==> src/rtl/nvm_word_reader.sv <==
module nvm_word_reader #(
  parameter int DEPTH     = 16384,
  parameter int MAX_POLLS = 100000,
  parameter int POLL_GAP  = 1000
) (
  input  logic        clk,
  input  logic        rst_n,
  input  logic        start_i,
  input  logic [15:0] offset_i,
  input  logic [15:0] count_i,
  output logic        busy_o,
  output logic        err_o,
  output logic [15:0] word_o,
  output logic        word_valid_o,
  output logic        cmd_wr_o,
  output logic [31:0] cmd_o,
  output logic        poll_rd_o,
  input  logic [31:0] status_i
);
  localparam int AW = (DEPTH > 1) ? $clog2(DEPTH) : 1;
  localparam int PW = $clog2(MAX_POLLS + 1);
  localparam int GW = $clog2(POLL_GAP + 2);

  typedef enum logic [1:0] {S_IDLE, S_ISSUE, S_POLL, S_GAP} state_t;

  state_t        state;
  logic [AW-1:0] addr;
  logic [15:0]   left;
  logic [PW-1:0] polls;
  logic [GW-1:0] gap;
  logic          range_bad;
  logic          done_seen;

  wire unused_status = ^{status_i[15:2], status_i[0]};

  assign range_bad = (count_i == 16'd0) ||
                     ({1'b0, offset_i} >= 17'(DEPTH)) ||
                     ({1'b0, count_i} > (17'(DEPTH) - {1'b0, offset_i}));
  assign done_seen = status_i[1];
  assign busy_o    = (state != S_IDLE);
  assign cmd_wr_o  = (state == S_ISSUE);
  assign poll_rd_o = (state == S_POLL);
  assign cmd_o     = {{(30-AW){1'b0}}, addr, 2'b01};

  always_ff @(posedge clk or negedge rst_n) begin
    if (!rst_n) begin
      state        <= S_IDLE;
      addr         <= '0;
      left         <= '0;
      polls        <= '0;
      gap          <= '0;
      err_o        <= 1'b0;
      word_o       <= '0;
      word_valid_o <= 1'b0;
    end else begin
      word_valid_o <= 1'b0;
      case (state)
        S_IDLE: if (start_i) begin
          err_o <= range_bad;
          if (!range_bad) begin
            addr  <= offset_i[AW-1:0];
            left  <= count_i;
            state <= S_ISSUE;
          end
        end
        S_ISSUE: begin
          polls <= '0;
          state <= S_POLL;
        end
        S_POLL: begin
          if (done_seen) begin
            word_o       <= status_i[31:16];
            word_valid_o <= 1'b1;
            if (left == 16'd1) begin
              state <= S_IDLE;
            end else begin
              addr  <= addr + AW'(1);
              left  <= left - 16'd1;
              state <= S_ISSUE;
            end
          end else if (polls == PW'(MAX_POLLS - 1)) begin
            err_o <= 1'b1;
            state <= S_IDLE;
          end else begin
            polls <= polls + PW'(1);
            gap   <= GW'(1);
            state <= (POLL_GAP == 0) ? S_POLL : S_GAP;
          end
        end
        S_GAP: begin
          if (gap == GW'(POLL_GAP)) state <= S_POLL;
          else gap <= gap + GW'(1);
        end
        default: state <= S_IDLE;
      endcase
    end
  end
endmodule

==> config.mk <==
export PLATFORM = sky130hd
export DESIGN_NAME = nvm_word_reader
export DESIGN_NICKNAME = d
export VERILOG_FILES = /design/src/rtl/nvm_word_reader.sv
export SDC_FILE = /design/constraint.sdc
export NUM_CORES = 1
export LEC_CHECK = 0
export ABC_AREA = 1
export BUFFER_PORTS_ARGS = -buffer_cell sky130_fd_sc_hd__buf_2
export CAP_MARGIN = 20
export CORE_ASPECT_RATIO = 0.5
export CORE_MARGIN = 8
export CORE_UTILIZATION = 55
export DETAILED_ROUTE_END_ITERATION = 7
export GPL_TIMING_DRIVEN = 0
export PLACE_DENSITY = 0.81
export SLEW_MARGIN = 0
export SYNTH_ARGS = -nofsm -noshare
export SYNTH_HDL_FRONTEND = slang
export SYNTH_SLANG_ARGS = --single-unit
==> constraint.sdc <==
create_clock -name clk -period 5 [get_ports clk]
set_input_delay 0.75 -clock clk [delete_from_list [all_inputs] [get_ports clk]]
set_output_delay 0.75 -clock clk [all_outputs]
set_load 0.02 [all_outputs]
=== After elaboration in Yosys (flattened, before gate mapping) ===
Cells that the tools add are included.

* Reductions and logical operators: 14
* Eq/ne operators: 15
* $lt $le $gt $ge: 2
* Add/subtract/negate cells: 5
* Mux-type cells: 30

{| class="wikitable"
|+ Operators with widths
! kind !! number
|-
| two-way mux 16 bit || 4
|-
| two-way mux 14 bit || 4
|-
| two-way mux 17 bit || 2
|-
| one-hot mux 17 bit (2 select lines) || 1
|-
| one-hot mux 16 bit (2 select lines) || 1
|-
| two-way mux 10 bit || 3
|-
| one-hot mux 14 bit (2 select lines) || 1
|-
| one-hot mux 10 bit (2 select lines) || 1
|-
| adder 17 x 1 -> 17 bit (second input constant) || 1
|-
| equality test 17 bit (second input constant) || 1
|-
| greater-than comparator 16 x 17 -> 1 bit || 1
|-
| subtractor 15 x 16 -> 17 bit (first input constant) || 1
|-
| equality test 16 x 1 -> 1 bit (second input constant) || 1
|-
| >= comparator 16 x 15 -> 1 bit (second input constant) || 1
|-
| logical NOT 16 bit || 1
|-
| subtractor 16 x 1 -> 16 bit (second input constant) || 1
|-
| adder 14 x 1 -> 14 bit (second input constant) || 1
|-
| != test 2 bit (second input constant) || 7
|-
| adder 10 x 1 -> 10 bit (second input constant) || 1
|-
| equality test 10 bit (second input constant) || 1
|-
| two-way mux 2 bit || 5
|-
| one-hot mux 2 bit (4 select lines) || 1
|-
| AND reduction 4 bit || 2
|-
| nonzero test 2 bit || 4
|-
| other kinds (10) || 19
|}

* Word-level logic and storage cells: 74
* Output and inout port bits: 53
* Input port bits: 67
* Flip-flop bits (word level): 77

=== Longest topological paths before layout ===
* Depth in word-level cells: 6
* Gate-level depth with buffers: 24
* Mapped depth without buffers: 23

=== Worst setup path before layout ===
No wires, ideal clock.

* Kind: input -> register
* From: in offset_i[1]
* To: reg addr[8]
* Arrival time: 2.968 ns
* Data required time: 4.882 ns
* Stages on the path: 24
* Path buffers: 1
* Library setup time: 0.118 ns
* Slack: 1.914 ns
* Cells stage by stage: inv_1 > ha_1 > nand3_2 > nor2_2 > nand2_1 > nor2_1 > nand3_1 > xor2_1 > ha_1 > nand2_1 > inv_1 > nand2_1 > nor2_1 > a21oi_1 > nand3_1 > nand2_1 > nand2_1 > nand2_1 > nand2_2 > nand2_4 > nand2_4 > buf_6 > nand2_1 > nand2_1

* Longest elaborated chain between the ends: 5
* Elaborated cells between the ends (all ways): 7
* Classes of those cells: 1 x add/sub; 2 x order compare; 1 x eq/ne; 3 x reduce/logical

{| class="wikitable"
|+ Ends and longest elaborated chain
! what !! RTL line !! RTL
|-
| start, declared || 9 || <nowiki>input logic [15:0] offset_i,</nowiki>
|-
| subtractor 15 x 16 -> 17 bit / >= comparator 16 x 15 -> 1 bit (equally long branches) || 38, 37 ||
|-
| greater-than comparator 16 x 17 -> 1 bit / logical OR 1 bit (equally long branches) || 38, 36 ||
|-
| logical OR 1 bit * || 37 || <nowiki>({1'b0, offset_i} >= 17'(DEPTH)) ||</nowiki>
|-
| != test 2 bit (no source line) * || n/a ||
|-
| AND reduction 5 bit (no source line) * || n/a ||
|-
| end signal, assigned || 61 || <nowiki>addr <= offset_i[AW-1:0];</nowiki>
|-
| end signal, assigned || 77 || <nowiki>addr <= addr + AW'(1);</nowiki>
|-
| end, declared || 27 || <nowiki>logic [AW-1:0] addr;</nowiki>
|}

Every way passes the cells marked *; elsewhere a longest branch is shown, timed or not.
A chain may end at the register's enable or synchronous reset.

=== Final worst setup path ===
* From: in offset_i[1]
* To: reg left[3]

* Longest elaborated chain between the ends: 5
* Elaborated cells between the ends (all ways): 7
* Classes of those cells: 1 x add/sub; 2 x order compare; 1 x eq/ne; 3 x reduce/logical

{| class="wikitable"
|+ Ends and longest elaborated chain
! what !! RTL line !! RTL
|-
| subtractor 15 x 16 -> 17 bit / >= comparator 16 x 15 -> 1 bit (equally long branches) || 38, 37 ||
|-
| greater-than comparator 16 x 17 -> 1 bit / logical OR 1 bit (equally long branches) || 38, 36 ||
|-
| logical OR 1 bit * || 37 ||
|-
| != test 2 bit (no source line) * || n/a ||
|-
| AND reduction 5 bit (no source line) * || n/a ||
|-
| end signal, assigned || 62 || <nowiki>left <= count_i;</nowiki>
|-
| end signal, assigned || 78 || <nowiki>left <= left - 16'd1;</nowiki>
|-
| end, declared || 28 || <nowiki>logic [15:0] left;</nowiki>
|}

Marked as above.

==> results.yml <==
route:
  postRouteWirelength_um: 14300
  drt_iter0_drc: 495
  dr_wl_met2_um: 6160
  post_drt_wl_per_cell_um: 14.1
  drc: 0
  wl_met1_um: 6490
  drtPass1Iterations: 5
  dr.max_layer_used: "met4"
  ant_nets: 0
  num_vias: 5387
  wl_met3_um: 1410
  via_per_inst: 5.32
pwr:
  p_per_area_nw_per_um2: 243
  p_total_mw: 1.56
  power_leakage_nw: 3.39
  ir_drop_mv: 0.168
logic_synthesis:
  yosysUniqueCellTypes: 40
  synth_edf_count: 0
  synthFlopType: "dfrtp_1"
  ys_async_sr_fraction_pct: 100
  synthesis.area_um2: 5410
  avgSynthCellArea_um2: 7.14
  synth-seq-cells: 77
  syn_inst: 758
  synth_warnings: 0
  yosysSeqAreaShare_pct: 35.6
global_route:
  globalRoute.totalOverflow: 0
  grt_max_degree: 50
  grt_pass1_vias: 5276
  grt.total_usage_pct: 22.0
  grt_pass1_wl_um: 24300
  antenna_found_initial: 0
finish:
  utilization_pct: 67.5
  drive_gt1_share_pct: 18.9
  fillers: 834
  layout_common_cells: "nand2_1, buf_2, inv_1, dfrtp_1, nand3_1"
  area_delta_synth_final_pct: 18.6
  diodes: 0
  layout_commonest_cell: "nand2_1"
  nNetsFinal: 962
timing:
  worstMarginPinSlew_ns: 0.702
  fin_ws_ns: 1.65
  max_freq_mhz: 299
  final_max_slew_viol_count: 0
  timing.final.crit_share_pct: 67.0
  setup-violations-final: 0
  rsz0062_at_grt: "no"
  period_needed_ns: 3.35
  tns_ns: 0
  final-hold-violation-count: 0
  max_slew_margin_pct: 52.8
  clock_skew_ns: 0.00719
floorplan:
  ios: 120
  start_util_pct: 56.9
  dieWidth_um: 156
  design.die.area_um2: 13500
  rows: 25
  core_um2: 9510
  die_height_um: 86.1
clock_tree:
  htreeDepth: 3
  cts_resized: 0
  cts_root_buffer: "clkbuf_16"
  path_clk_slew_ns: 0.06
  post_cts_buffers: 0
  ctsHoldBuffers: 0
  cts_tree: "yes"
  cts_buffers: 9
  clock_latency_ns: 0.34
  clock_sinks: 77
  clk_path_buf_depth: 2
placed_design:
  detailed_place_hpwl_um: 10800
  dp_slack_ns: 1.37
  io_buffers: 86
  gp_congestion: 0.919
critical_path:
  path_cells: "buf_2 -> inv_1 -> ha_1 -> nand3_2 -> nor2_2 -> nand2_1 -> nor2_1 -> nand3_1 -> xor2_1 -> ha_1 -> nand2_1 -> inv_1 -> nand2_1 -> nor2_1 -> a21oi_1 -> nand3_1 -> nand2_1 -> nand2_1 -> nand2_1 -> nand2_2 -> nand2_4 -> buf_2 -> nand3_1 -> nand2_1"
  cp_slowest_cell: "ha_1"
  worst-path-max-fanout: 10
  crit_arrival_ns: 3.63
  critPathMostFrequentCell: "nand2_1"
  cp.required_ns: 5.28
  crit_path_max_incr_delay_ns: 0.28
  start_kind: "input pin"
  path_class: "in2reg"
  crit_path_end_kind: "register"
worst_hold_path:
  min_path_type: "in2async"
flow_run:
  cap_violations: 0
run_status:
  outcome: "finished, final reports clean"
## worst paths after layout
path                        endpoint  slack [ns]  cells past startpoint        start
max                          left[3]        1.65                     24  offset_i[1]
min                        word_o[5]        0.34                      1        rst_n
max reg2reg                 left[14]        2.94                     13      left[0]
min reg2reg                word_o[0]        0.47                      2    word_o[0]
max in group asynchronous   left[12]        4.09                      2        rst_n
min in group clk           word_o[0]        0.47                      2    word_o[0]
## cell usage after synthesis (3+ instances only)
library cell,count,area share (%)
nand2_2,3,0.35
xor2_1,24,3.9
o22ai_1,4,0.46
dfrtp_1,77,36
nor2_1,52,3.6
inv_2,9,0.62
nor2_2,7,0.81
a31oi_1,6,0.69
nand2_1,222,15
inv_1,79,5.5
o21ai_0,40,3.7
nand3_1,69,6.4
clkbuf_1,8,0.55
xnor2_1,8,1.3
nor3_1,17,1.6
nand4_1,18,2.1
o31ai_1,8,1.1
a21oi_1,22,2.0
nand3_2,3,0.55
buf_6,5,1.0
buf_2,5,0.46
nor4_1,8,0.92
buf_4,20,2.8
ha_1,23,5.3
## stage by stage
| stage | hold slack, ns | area, µm² | instances |
|---|---|---|---|
| floorplan | 0.434 | 5470 | 774 |
| CTS | 0.348 | 6420 | 1012 |
| finish | 0.335 | 6420 | 1012 |
| global placement | 0.445 | 6070 | 995 |
| global route | 0.359 | 6420 | 1012 |
| detailed placement | 0.457 | 6100 | 996 |
## registers in the layout, indices dropped and copies added, names as in the netlist
| name | count |
|---|---|
| addr | 14 |
| err_o | 1 |
| gap | 10 |
| left | 16 |
| polls | 17 |
| state | 2 |
| word_o | 16 |
| word_valid_o | 1 |
## critical path, delay by kind of cell
family / cells / cell delay (ns)
AND/OR/NAND/NOR: 16 / 1.61
XOR/XNOR: 1 / 0.17
adder cells (fa/ha/maj): 2 / 0.51
AO/OA/AOI/OAI: 1 / 0.11
buffers and inverters: 4 / 0.46
## cells by family (layout without fill, tap and decap cells)
kind of cell / Yosys count / in the layout / share of synthesized area [%]
buf+inv: 127 / 230 / 11.0
xor+xnor: 32 / 32 / 5.18
mux: 1 / 1 / 0.208
flops: 77 / 77 / 35.6
compound gates: 89 / 89 / 9.36
simple gates: 407 / 407 / 33.2
fa+ha+maj: 23 / 23 / 5.32
other cells: 2 / 18 / 0.139
## per-layer routing
layer	vias up	track usage (%)
met4	0	7.71
met2	233	34.1
li1	2665	-
met1	2459	28.4
met3	30	6.87
met5	-	0
## final cells by class
class	count	area, µm²	share of cell area, %
well taps	135	169	2.63
plain buffers	39	265	4.13
multi-input cells	570	2950	45.9
clock inverters	5	65.1	1.01
repair buffers	87	460	7.17
flip-flops and latches	77	1930	30.0
clock buffers	11	253	3.94
inverters	88	330	5.15
## report_power, final
group / internal (mW) / total (mW) / switching, mW
Combinational: 0.0768 / 0.202 / 0.125
Sequential: 0.642 / 0.661 / 0.0191
Clock: 0.419 / 0.697 / 0.277
Total: 1.14 / 1.56 / 0.422
Note: power is estimated with default switching activity, not from simulation.
